==> src/rtl/sram_ctrl_pkg.sv <==
package sram_ctrl_pkg;

    typedef enum logic [2:0] {
        ST_IDLE  = 3'd0,
        ST_READ  = 3'd1,
        ST_TURN  = 3'd2,
        ST_WRITE = 3'd3,
        ST_WEND  = 3'd4
    } ctrl_state_e;

    // Whole clock cycles needed to cover a time in ns (rounded up)
    function automatic int unsigned ns_to_cyc(input int unsigned t_ns, input int unsigned per_ns);
        return (t_ns + per_ns - 1) / per_ns;
    endfunction

    function automatic int unsigned max_u(input int unsigned a, input int unsigned b);
        return (a > b) ? a : b;
    endfunction

endpackage

==> src/rtl/sram_ctrl_timer.sv <==
// Down-counter pacing each memory phase; expired when it reaches zero.
module sram_ctrl_timer #(
    parameter int unsigned CNT_W = 4
) (
    input  logic             clk,
    input  logic             rst_n,
    input  logic             load,
    input  logic [CNT_W-1:0] load_val,
    output logic             expired
);
    logic [CNT_W-1:0] cnt_d, cnt_q;

    always_comb begin
        cnt_d = cnt_q;
        if (load) begin
            cnt_d = load_val;
        end else if (cnt_q != '0) begin
            cnt_d = cnt_q - 1'b1;
        end
    end

    always_ff @(posedge clk) begin
        if (!rst_n) cnt_q <= '0;
        else        cnt_q <= cnt_d;
    end

    assign expired = (cnt_q == '0);
endmodule

==> src/rtl/sram_ctrl_pins.sv <==
// Maps registered phase flags onto memory pin polarities.
module sram_ctrl_pins #(
    parameter int unsigned ADDR_W = 18,
    parameter int unsigned DATA_W = 8
) (
    input  logic              sel,
    input  logic              wr,
    input  logic              rd,
    input  logic              drv,
    input  logic [ADDR_W-1:0] addr,
    input  logic [DATA_W-1:0] wdat,
    output logic [ADDR_W-1:0] mem_addr,
    output logic              mem_sel_n,
    output logic              mem_sel,
    output logic              mem_wr_n,
    output logic              mem_rd_n,
    output logic [DATA_W-1:0] mem_dq_o,
    output logic              mem_dq_oe
);
    assign mem_addr  = addr;
    assign mem_sel_n = ~sel;
    assign mem_sel   = sel;
    assign mem_wr_n  = ~(wr & sel);
    assign mem_rd_n  = ~(rd & sel);
    assign mem_dq_o  = wdat;
    assign mem_dq_oe = drv & sel;
endmodule

==> src/rtl/sram_async_ctrl.sv <==
module sram_async_ctrl
    import sram_ctrl_pkg::*;
#(
    parameter int unsigned ADDR_W    = 18,
    parameter int unsigned DATA_W    = 8,
    parameter int unsigned CLK_NS    = 8,
    parameter int unsigned T_ACC_NS  = 70,
    parameter int unsigned T_WPW_NS  = 50,
    parameter int unsigned T_AW_NS   = 60,
    parameter int unsigned T_DS_NS   = 30,
    parameter int unsigned T_WC_NS   = 70,
    parameter int unsigned T_REL_NS  = 25
) (
    input  logic              clk,
    input  logic              rst_n,
    input  logic              req_valid,
    input  logic              req_write,
    input  logic [ADDR_W-1:0] req_addr,
    input  logic [DATA_W-1:0] req_wdata,
    output logic              req_ready,
    output logic              rsp_done,
    output logic [DATA_W-1:0] rsp_rdata,
    output logic [ADDR_W-1:0] mem_addr,
    output logic              mem_sel_n,
    output logic              mem_sel,
    output logic              mem_wr_n,
    output logic              mem_rd_n,
    output logic [DATA_W-1:0] mem_dq_o,
    output logic              mem_dq_oe,
    input  logic [DATA_W-1:0] mem_dq_i
);
    localparam int unsigned RD_CYC   = ns_to_cyc(T_ACC_NS, CLK_NS);
    localparam int unsigned WC_LOW   = (ns_to_cyc(T_WC_NS, CLK_NS) > 1) ? ns_to_cyc(T_WC_NS, CLK_NS) - 1 : 1;
    localparam int unsigned WE_CYC   = max_u(max_u(ns_to_cyc(T_WPW_NS, CLK_NS), ns_to_cyc(T_AW_NS, CLK_NS)),
                                             max_u(ns_to_cyc(T_DS_NS, CLK_NS), WC_LOW));
    localparam int unsigned TURN_CYC = max_u(ns_to_cyc(T_REL_NS, CLK_NS), 1);
    localparam int unsigned MAX_CYC  = max_u(max_u(RD_CYC, WE_CYC), TURN_CYC);
    localparam int unsigned CNT_W    = $clog2(MAX_CYC + 1);

    typedef struct packed {
        ctrl_state_e       st;
        logic              sel;
        logic              wr;
        logic              rd;
        logic              drv;
        logic              done;
        logic [ADDR_W-1:0] addr;
        logic [DATA_W-1:0] wdat;
        logic [DATA_W-1:0] rdat;
    } ctrl_regs_t;

    ctrl_regs_t       d, q;
    logic             tmr_load;
    logic [CNT_W-1:0] tmr_val;
    logic             tmr_zero;

    always_comb begin
        d        = q;
        d.done   = 1'b0;
        tmr_load = 1'b0;
        tmr_val  = '0;
        unique case (q.st)
            ST_IDLE: begin
                if (req_valid) begin
                    d.addr   = req_addr;
                    d.wdat   = req_wdata;
                    d.sel    = 1'b1;
                    tmr_load = 1'b1;
                    if (req_write) begin
                        d.st    = ST_WRITE;
                        d.wr    = 1'b1;
                        d.drv   = 1'b1;
                        tmr_val = CNT_W'(WE_CYC - 1);
                    end else begin
                        d.st    = ST_READ;
                        d.rd    = 1'b1;
                        tmr_val = CNT_W'(RD_CYC - 1);
                    end
                end
            end
            ST_READ: begin
                if (tmr_zero) begin
                    d.rdat   = mem_dq_i;
                    d.sel    = 1'b0;
                    d.rd     = 1'b0;
                    d.done   = 1'b1;
                    d.st     = ST_TURN;
                    tmr_load = 1'b1;
                    tmr_val  = CNT_W'(TURN_CYC - 1);
                end
            end
            ST_TURN: begin
                if (tmr_zero) d.st = ST_IDLE;
            end
            ST_WRITE: begin
                if (tmr_zero) begin
                    d.wr = 1'b0;
                    d.st = ST_WEND;
                end
            end
            ST_WEND: begin
                d.sel  = 1'b0;
                d.drv  = 1'b0;
                d.done = 1'b1;
                d.st   = ST_IDLE;
            end
            default: d.st = ST_IDLE;
        endcase
    end

    always_ff @(posedge clk) begin
        if (!rst_n) begin
            q <= '{st: ST_IDLE, default: '0};
        end else begin
            q <= d;
        end
    end

    sram_ctrl_timer #(.CNT_W(CNT_W)) u_timer (
        .clk      (clk),
        .rst_n    (rst_n),
        .load     (tmr_load),
        .load_val (tmr_val),
        .expired  (tmr_zero)
    );

    sram_ctrl_pins #(.ADDR_W(ADDR_W), .DATA_W(DATA_W)) u_pins (
        .sel       (q.sel),
        .wr        (q.wr),
        .rd        (q.rd),
        .drv       (q.drv),
        .addr      (q.addr),
        .wdat      (q.wdat),
        .mem_addr  (mem_addr),
        .mem_sel_n (mem_sel_n),
        .mem_sel   (mem_sel),
        .mem_wr_n  (mem_wr_n),
        .mem_rd_n  (mem_rd_n),
        .mem_dq_o  (mem_dq_o),
        .mem_dq_oe (mem_dq_oe)
    );

    assign req_ready = (q.st == ST_IDLE);
    assign rsp_done  = q.done;
    assign rsp_rdata = q.rdat;
endmodule

==> config.mk <==
export PLATFORM = sky130hd
export DESIGN_NAME = sram_async_ctrl
export DESIGN_NICKNAME = d
export VERILOG_FILES = /design/src/rtl/sram_ctrl_pkg.sv /design/src/rtl/sram_ctrl_timer.sv /design/src/rtl/sram_ctrl_pins.sv /design/src/rtl/sram_async_ctrl.sv
export SDC_FILE = /design/constraint.sdc
export NUM_CORES = 1
export LEC_CHECK = 0
export BUFFER_PORTS_ARGS = -buffer_cell sky130_fd_sc_hd__buf_4
export CAP_MARGIN = 0
export CORE_UTILIZATION = 40
export DETAILED_ROUTE_END_ITERATION = 10
export HOLD_SLACK_MARGIN = 0.12
export PLACE_DENSITY = 0.67
export SLEW_MARGIN = 20
export SYNTH_ARGS = -nofsm -noshare
export SYNTH_HDL_FRONTEND = slang
export SYNTH_SLANG_ARGS = --single-unit
==> constraint.sdc <==
create_clock -name clk -period 1.7 [get_ports clk]
set_input_delay 0.255 -clock clk [delete_from_list [all_inputs] [get_ports clk]]
set_output_delay 0.255 -clock clk [all_outputs]
set_load 0.05 [all_outputs]
==> flow_metrics.tcl, run 1 <==
set metrics [dict create \
    result_of_the_run "finished clean" \
    global_placer_s_final_weighted_congestion 0.756 \
    post-place-cells 353 \
    avgViaCountPerCell 4.63 \
    worst-path-max-fanout 6 \
    min_delay_worst_endpoint "q[12]$_SDFFE_PN0P_" \
    drt_iter0_drc 86 \
    critical_path.reg2reg.endpoint "u_timer.cnt_q[1]$_SDFFE_PN0P_" \
    total_grt_overflow 0 \
    fp.coreArea_mm2 0.00485 \
    worst-endpoint-required_ps 1880 \
    rsz0062_at_grt "false" \
    seq_area_frac_synth_pct 44.8 \
    htree_levels 2 \
    arrival_time_reported_for_the_critical_path_endpoint_ps 1770 \
    clock_root_buffer "clkbuf_8" \
    multiInputGateArea_um2 786 \
    p_leak_uw 0.00113 \
    period_minus_slack_ps 1590 \
    initial_core_util_pct 42.4 \
    netlist-cell-type-count 32 \
    postRouteAntennaNets 0 \
    grt_start_max_net_pins 39 \
    most_frequent_cells_in_the_layout "83 x buf_4, 65 x nand2_1, 46 x dfxtp_1" \
    finalSetupViolations 0 \
    die-area_mm2 0.00543 \
    synth_xor_area_share_pct 0.852 \
    synth_edf_count 0 \
    hold_violations_final 0 \
    cts_tree "done" \
    drc_errors 0 \
    synth_mux_area_share_pct 0 \
    timing.setup.tns_ps 0 \
    post-dp-hpwl_um 2830 \
    routed-via-count 1672 \
    timing_max_transition_violations_final 0 \
    buffer_levels_on_the_longest_clock_path 2 \
    criticalPathCategory "flop to flop" \
    cts_resized 0 \
    design.portCount 79 \
    yosys.area_share.adder_pct 1.22 \
    synthesis.area_mm2 0.00206 \
    row_count 25 \
    relative_slew_slack_pct 73.3 \
    synth_flop_cell "dfxtp_1" \
    fin_worst_skew_ps 7.13 \
    hold_path_depth 3 \
    yosys.area_share.simple_pct 22.4 \
    number_of_maximum_capacitance_violations 0 \
    global_route_wire_length_before_repair_um 6410 \
    final_instance_count_without_filler_cells 361 \
    route.detailed.wl_per_inst_um 11.4 \
    cts.sinks 46 \
    ys_async_sr_fraction_pct 0 \
    synth_area_per_cell_um2 8.23 \
    count_of_tritonroute_iterations_in_the_first_routing_pass 4 \
    diodes 0 \
    final_core_util_pct 53.3 \
    nNetsFinal 333 \
    grtUsageTotal_pct 15.3 \
    ff2ff_setup_slack_ps 110 \
    worst_vdd_ir_uv 837 \
    area.growth.synth_to_final_pct 25.7 \
    post_cts_buffers 0 \
    flop_and_latch_count_out_of_synthesis 46 \
    cellPowerDensity_mw_per_mm2 1480 \
    cts.clk_slew.worst_paths_ps 90 \
    layout-drive-gt1-share_pct 34.7 \
    synth_top_family_by_area "simple AND/OR/NAND/NOR gates" \
    wl_um 4120 \
    die-height_um 73.7 \
    worst_hold_startpoint "req_wdata[4]" \
    dpl-instance-area_mm2 0.00247 \
    compound_cell_area_share_of_the_yosys_netlist_pct 13.4 \
    clk-insertion-delay-late_ps 300 \
    fmaxAchievable_mhz 628 \
    r2r.worst_path.cells 5 \
    cts_inserted_buffers 5 \
    cp-end-kind "flop" \
    final.fill_count 487 \
    max_slew.worst_pin.slew_ps 399 \
    post_syn_nets 290 \
    grt_pass1_vias 1456 \
    ff_latch_area_um2 921 \
    reg2reg_from "u_timer.cnt_q[0]$_SDFFE_PN0P_" \
    post-route-worst-setup-slack_ps 108 \
    final_worst_path_period_share_pct 93.7 \
    final_common_cell "buf_4" \
    port_buffer_count 78 \
    netlist_instances 250 \
    postLayoutCellArea_mm2 0.00258 \
    die_width_um 73.7 \
    initial_antenna_violation_count 0 \
    timing.critical_path.from_type "flop" \
    yosysWarnings 0 \
    hold_buffers 0 \
    worst_hold_path_type "primary input to flop" \
    pre_cts_ws_ps 155 \
]
==> metal layers <==
metal	GRT usage (%)	wire, um
met2	25.5	2010
met5	0	0
met4	6.62	55
met3	4.80	248
met1	18.2	1810
==> worst max-delay path: stages (launching register included) <==
cell      delay, ps
dfxtp_1         310
inv_1           110
ha_1            180
or3b_1          470
o311ai_1        300
o21ai_1         100
==> where the power goes <==
group	switching (uW)	internal, uW
registers	136	1260
logic	1040	583
clock network	369	441
==> metrics by stage <==
| stage | total power (uW) | hold WS, ps |
|---|---|---|
| floorplan | 2730 | 373 |
| global placement | 3030 | 442 |
| detailed placement | 3050 | 448 |
| CTS | 3880 | 182 |
| global route | 4070 | 188 |
| finish | 3830 | 195 |
==> cells in the mapped netlist (all sizes together), types with 2 or more instances <==
master	count	share of area, %
o21ai	2	0.49
ha	2	1.2
nand2	66	12
a211oi	2	0.97
dfxtp	46	45
nor3	5	1.5
a21oi	41	10
nand2b	2	0.61
nor2	6	1.1
nand3	9	2.2
buf	43	15
clkbuf	6	1.1
inv	5	0.91
nor3b	4	2.7
==> flip-flops by register name, summed over array words and instances (netlist names) <==
signal / cells
rsp_done: 1
rsp_rdata: 8
u_timer.cnt_q: 4
q: 33
==> logic make-up (layout without fill, tap and decap cells) <==
| kind of cell | Yosys count | in the layout |
|---|---|---|
| buffers and inverters | 54 | 98 |
| XOR/XNOR | 2 | 2 |
| flip-flops | 46 | 46 |
| AND/OR/NAND/NOR | 96 | 96 |
| adder cells (fa/ha/maj) | 2 | 2 |
| AO/OA/AOI/OAI | 50 | 50 |
==> worst max-delay path by stage <==
stage | from | endpoint | slack [ps] | depth (start not counted)
5_1_grt | u_timer.cnt_q[0]$_SDFFE_PN0P_ | rsp_done$_SDFF_PN0_ | 20 | 6
3_5_place_dp | u_timer.cnt_q[0]$_SDFFE_PN0P_ | q[40]$_SDFFE_PN0P_ | 150 | 6
4_1_cts | u_timer.cnt_q[0]$_SDFFE_PN0P_ | u_timer.cnt_q[1]$_SDFFE_PN0P_ | 120 | 5
6_report | u_timer.cnt_q[0]$_SDFFE_PN0P_ | u_timer.cnt_q[1]$_SDFFE_PN0P_ | 110 | 5
3_3_place_gp | u_timer.cnt_q[0]$_SDFFE_PN0P_ | u_timer.cnt_q[1]$_SDFFE_PN0P_ | 220 | 5
2_1_floorplan | u_timer.cnt_q[0]$_SDFFE_PN0P_ | u_timer.cnt_q[1]$_SDFFE_PN0P_ | 230 | 6
==> cell type report <==
class	count	share of cell area, %
clock inverter	3	1.69
timing repair buffer	85	25.7
clock buffer	5	2.66
inverter	5	0.726
sequential	46	35.6
multi-input combinational	150	30.4
tap	67	3.24
(Power assumes the default switching activity.)
==> run 2, diff against run 1 <==
Settings changed: ABC_CLOCK_PERIOD_IN_PS set to 1800, CORE_UTILIZATION 40 to 48, PLACE_DENSITY 0.67 to 0.79.
Clock period 1.7 ns to 1.8 ns, I/O delays scaled along.
==> flow_metrics.tcl, run 2 (synthesis gave the netlist of run 1 again) <==
set metrics [dict create \
    cts_inserted_buffers 5 \
    avgViaCountPerCell 4.91 \
    largest_register_ff_count 33 \
    cts_resized 0 \
    grt_start_max_net_pins 30 \
    fin_worst_skew_ps 6.10 \
    hold_path_depth 3 \
    finalSetupViolations 0 \
    post-place-cells 337 \
    worst-endpoint-required_ps 2010 \
    area.growth.synth_to_final_pct 22.7 \
    count_of_tritonroute_iterations_in_the_first_routing_pass 4 \
    route.detailed.wl_per_inst_um 11.9 \
    most_frequent_cells_in_the_layout "86 x buf_4, 65 x nand2_1, 46 x dfxtp_1" \
    arrival_time_reported_for_the_critical_path_endpoint_ps 1790 \
    cts.sinks 46 \
    post-dp-hpwl_um 2940 \
    ff_latch_area_um2 921 \
    worst_path_max_delay_cell "or3b_1" \
    timing.setup.tns_ps 0 \
    postLayoutCellArea_mm2 0.00252 \
    ff2ff_setup_slack_ps 230 \
    design.portCount 79 \
    relative_slew_slack_pct 69.0 \
    row_count 23 \
    rsz0062_at_grt "false" \
    fmaxAchievable_mhz 636 \
    dpl-instance-area_mm2 0.00243 \
    top_register_by_number_of_flip_flops "q" \
    grtUsageTotal_pct 18.8 \
    drc_errors 0 \
    cp-end-kind "flop" \
    layout-drive-gt1-share_pct 34.6 \
    final_common_cell "buf_4" \
    hold_violations_final 0 \
    multiInputGateArea_um2 786 \
    r2r.worst_path.cells 6 \
    final_worst_path_period_share_pct 87.3 \
    timing.critical_path.from_type "flop" \
    post_cts_buffers 0 \
    wl_um 4110 \
    nNetsFinal 334 \
    die-area_mm2 0.00455 \
    total_grt_overflow 0 \
    die_width_um 67.5 \
    die-height_um 67.5 \
    result_of_the_run "finished clean" \
    criticalPathCategory "flop to flop" \
    number_of_maximum_capacitance_violations 0 \
    final_instance_count_without_filler_cells 345 \
    worst_hold_startpoint "req_addr[16]" \
    htree_levels 2 \
    p_leak_uw 0.00112 \
    hold_buffers 0 \
    initial_antenna_violation_count 0 \
    worst_vdd_ir_uv 789 \
    timing_max_transition_violations_final 0 \
    min_delay_worst_endpoint "q[32]$_SDFFE_PN0P_" \
    postRouteAntennaNets 0 \
    buffer_levels_on_the_longest_clock_path 2 \
    global_route_wire_length_before_repair_um 6480 \
    drt_iter0_drc 94 \
    cts.clk_slew.worst_paths_ps 80 \
    routed-via-count 1693 \
    global_placer_s_final_weighted_congestion 0.780 \
    final.fill_count 376 \
    period_minus_slack_ps 1570 \
    diodes 0 \
    clock_root_buffer "clkbuf_8" \
    crit_path_cell_trace "inv_1 -> ha_1 -> or3b_1 -> nor3_2 -> a21oi_1 -> nor3_1" \
    max_slew.worst_pin.slew_ps 463 \
    grt_pass1_vias 1473 \
    clk-insertion-delay-late_ps 290 \
    initial_core_util_pct 50.7 \
    cts_tree "done" \
    fp.coreArea_mm2 0.00406 \
    worst-path-max-fanout 6 \
    cellPowerDensity_mw_per_mm2 1370 \
    worst_hold_path_type "primary input to flop" \
    critPathMaxStageDelay_ps 450 \
    port_buffer_count 78 \
    critical_path.reg2reg.endpoint "rsp_done$_SDFF_PN0_" \
    reg2reg_from "u_timer.cnt_q[0]$_SDFFE_PN0P_" \
]
==> run 2: cell count changes in the layout (fill, tap and decap cells not counted) <==
cell	delta
buf_4	+3
buf_12	-2
bufinv_16	-1
clkbuf_1	+1
clkbuf_8	+1
inv_6	-1
==> run 2: layer usage <==
| layer | wire length (um) | track usage (%) | part of all wire [%] |
|---|---|---|---|
| met4 | 63 | 7.18 | 1.5 |
| met5 | 0 | 0 | 0 |
| met1 | 1760 | 22.0 | 43 |
| met3 | 282 | 5.91 | 6.9 |
| met2 | 2010 | 31.8 | 49 |
==> run 2: critical path, delay by kind of cell (launching register included) <==
| kind | cells | cell delay, ps |
|---|---|---|
| adder cells (fa/ha/maj) | 1 | 180 |
| buffers and inverters | 1 | 110 |
| AO/OA/AOI/OAI | 1 | 70 |
| flip-flops | 1 | 320 |
| AND/OR/NAND/NOR | 3 | 810 |
==> run 2: worst max-delay path by stage <==
stage	from	endpoint	slack [ps]	cells after the start
final	u_timer.cnt_q[0]$_SDFFE_PN0P_	rsp_done$_SDFF_PN0_	230	6
after global placement	u_timer.cnt_q[0]$_SDFFE_PN0P_	u_timer.cnt_q[1]$_SDFFE_PN0P_	330	5
after detailed placement	u_timer.cnt_q[0]$_SDFFE_PN0P_	u_timer.cnt_q[1]$_SDFFE_PN0P_	260	5
after CTS	u_timer.cnt_q[0]$_SDFFE_PN0P_	rsp_done$_SDFF_PN0_	220	6
after floorplan	u_timer.cnt_q[0]$_SDFFE_PN0P_	u_timer.cnt_q[1]$_SDFFE_PN0P_	330	6
after global routing	u_timer.cnt_q[0]$_SDFFE_PN0P_	rsp_done$_SDFF_PN0_	70	6
==> run 2: area by class of cell <==
cell class,count,area share [%]
repair buffers,86,25.6
flip-flops and latches,46,36.5
well taps,50,2.48
clock buffers,7,3.42
clock inverters,1,0.198
multi-input cells,150,31.1
inverters,5,0.743
==> run 2: power breakdown <==
part           internal [uW]  total (uW)  switching (uW)  leakage, uW
logic                    535        1500             965     0.000694
clock network            310         635             325    0.0000482
registers               1190        1330             139     0.000377
==> run 2: through the flow <==
stage               worst slack (ps)  power [uW]  hold WS [ps]  utilization [%]
floorplan                        333        2570           388                -
global placement                 326        2830           443             60.0
detailed placement               256        2860           448             60.0
CTS                              218        3500           207             62.2
global route                    72.4        3680           207             62.2
finish                           228        3460           216             62.2
==> run 3, diff against run 2 <==
Settings changed: RECOVER_POWER set to 50.
==> flow_metrics.tcl, run 3 (synthesis gave the netlist of run 1 again) <==
set metrics [dict create \
    rsz0062_at_grt "false" \
    clock_root_buffer "clkbuf_8" \
    timing.setup.tns_ps 0 \
    groute.layer.met2.usage_pct 31.8 \
    initial_antenna_violation_count 0 \
    max_slew.worst_pin.slew_ps 623 \
    post-layout-total-power_uw 3350 \
    period_minus_slack_ps 1600 \
    wl_um 4140 \
    drc_errors 0 \
    nNetsFinal 334 \
    post-dp-hpwl_um 2940 \
    grtUsageTotal_pct 18.8 \
    final_worst_path_period_share_pct 88.7 \
    area.growth.synth_to_final_pct 15.1 \
    design.portCount 79 \
    global_route_wire_length_before_repair_um 6480 \
    cts_tree "done" \
    fp.coreArea_mm2 0.00406 \
    diodes 0 \
    met3_track_demand_over_resource_in_global_routing_pct 5.91 \
    route.detailed.wl_per_inst_um 12.0 \
    avgViaCountPerCell 4.90 \
    largest_register_ff_count 33 \
    hold_buffers 0 \
    timing_max_transition_violations_final 0 \
    cts.clk_slew.worst_paths_ps 80 \
    criticalPathCategory "flop to output pin" \
    clk-insertion-delay-late_ps 290 \
    met1_usage_pct 22.0 \
    die-height_um 67.5 \
    count_of_tritonroute_iterations_in_the_first_routing_pass 4 \
    timing.critical_path.from_type "flop" \
    die_width_um 67.5 \
    final_common_cell "nand2_1" \
    die-area_mm2 0.00455 \
    global_placer_s_final_weighted_congestion 0.780 \
    worst-path-max-fanout 6 \
    globalRoute.busiestLayer "met2" \
    layout-drive-gt1-share_pct 20.7 \
    worst_vdd_ir_uv 757 \
    postRouteAntennaNets 0 \
    cellPowerDensity_mw_per_mm2 1410 \
    arrival_time_reported_for_the_critical_path_endpoint_ps 1330 \
    cts.sinks 46 \
    buffer_levels_on_the_longest_clock_path 2 \
    htree_levels 2 \
    row_count 23 \
    p_leak_uw 0.000952 \
    drt_iter0_drc 98 \
    grt_start_max_net_pins 30 \
    top_register_by_number_of_flip_flops "q" \
    finalSetupViolations 0 \
    worst_hold_path_type "primary input to flop" \
    grt_pass1_vias 1473 \
    number_of_maximum_capacitance_violations 0 \
    cp-end-kind "output pin" \
    port_buffer_count 78 \
    final_core_util_pct 58.4 \
    hold_violations_final 0 \
    fmaxAchievable_mhz 627 \
    most_frequent_cells_in_the_layout "65 x nand2_1, 46 x dfxtp_1, 44 x buf_4" \
    cts_inserted_buffers 5 \
    relative_slew_slack_pct 58.6 \
    routed-via-count 1692 \
    initial_core_util_pct 50.7 \
    timing.hold.ws_ps 216 \
    result_of_the_run "finished clean" \
    total_grt_overflow 0 \
    fin_worst_skew_ps 5.78 \
    cts_resized 0 \
    worst-endpoint-required_ps 1530 \
    final.fill_count 421 \
    post_cts_buffers 0 \
]
## run 3: cell types whose count changed in the layout (fill, tap and decap cells not counted), sizes merged
cell | before | now
buf | 86 | 44
clkbuf | 7 | 49
## run 3: worst paths after layout
kind | start | to | slack [ps] | depth (start not counted)
max | q[38]$_SDFFE_PN0P_ | mem_dq_oe | 200 | 2
min | req_addr[16] | q[32]$_SDFFE_PN0P_ | 220 | 3
max reg2reg | u_timer.cnt_q[0]$_SDFFE_PN0P_ | rsp_done$_SDFF_PN0_ | 230 | 6
min reg2reg | q[20]$_SDFFE_PN0P_ | q[20]$_SDFFE_PN0P_ | 460 | 2
## run 3: stage by stage
step                instance area (um2)  std cells  worst slack [ps]
floorplan                          2060        250               333
global placement                   2430        337               326
finish                             2370        345               204
detailed placement                 2430        337               256
global route                       2370        345              72.4
CTS                                2520        345               218
## run 3: layout make-up
cell class / count / area [um2] / share of cell area (%)
Multi-Input combinational cell: 150 / 786 / 33.2
Inverter: 5 / 18.8 / 0.792
Timing Repair Buffer: 86 / 489 / 20.7
Sequential cell: 46 / 921 / 38.9
Clock inverter: 1 / 5.00 / 0.211
Tap cell: 50 / 62.6 / 2.64
Clock buffer: 7 / 86.3 / 3.65
## run 3: critical path, cell delays in order, from the launching register on
cell and delay, ps:
dfxtp_1 420, and2_1 150, clkbuf_1 460
## run 3: report_power, final
part	total (uW)	switching [uW]	internal (uW)	leakage (uW)
logic	1390	964	425	0.000527
registers	1330	137	1190	0.000377
clock network	635	325	310	0.0000482
total	3350	1430	1920	0.000952
## run 3: per-layer routing
layer  part of all wire, %  vias to the layer above
met1                    44                      765
met3                   7.2                        6
met2                    47                       50
li1                      -                      871
met5                     0                        -
met4                   1.5                        0
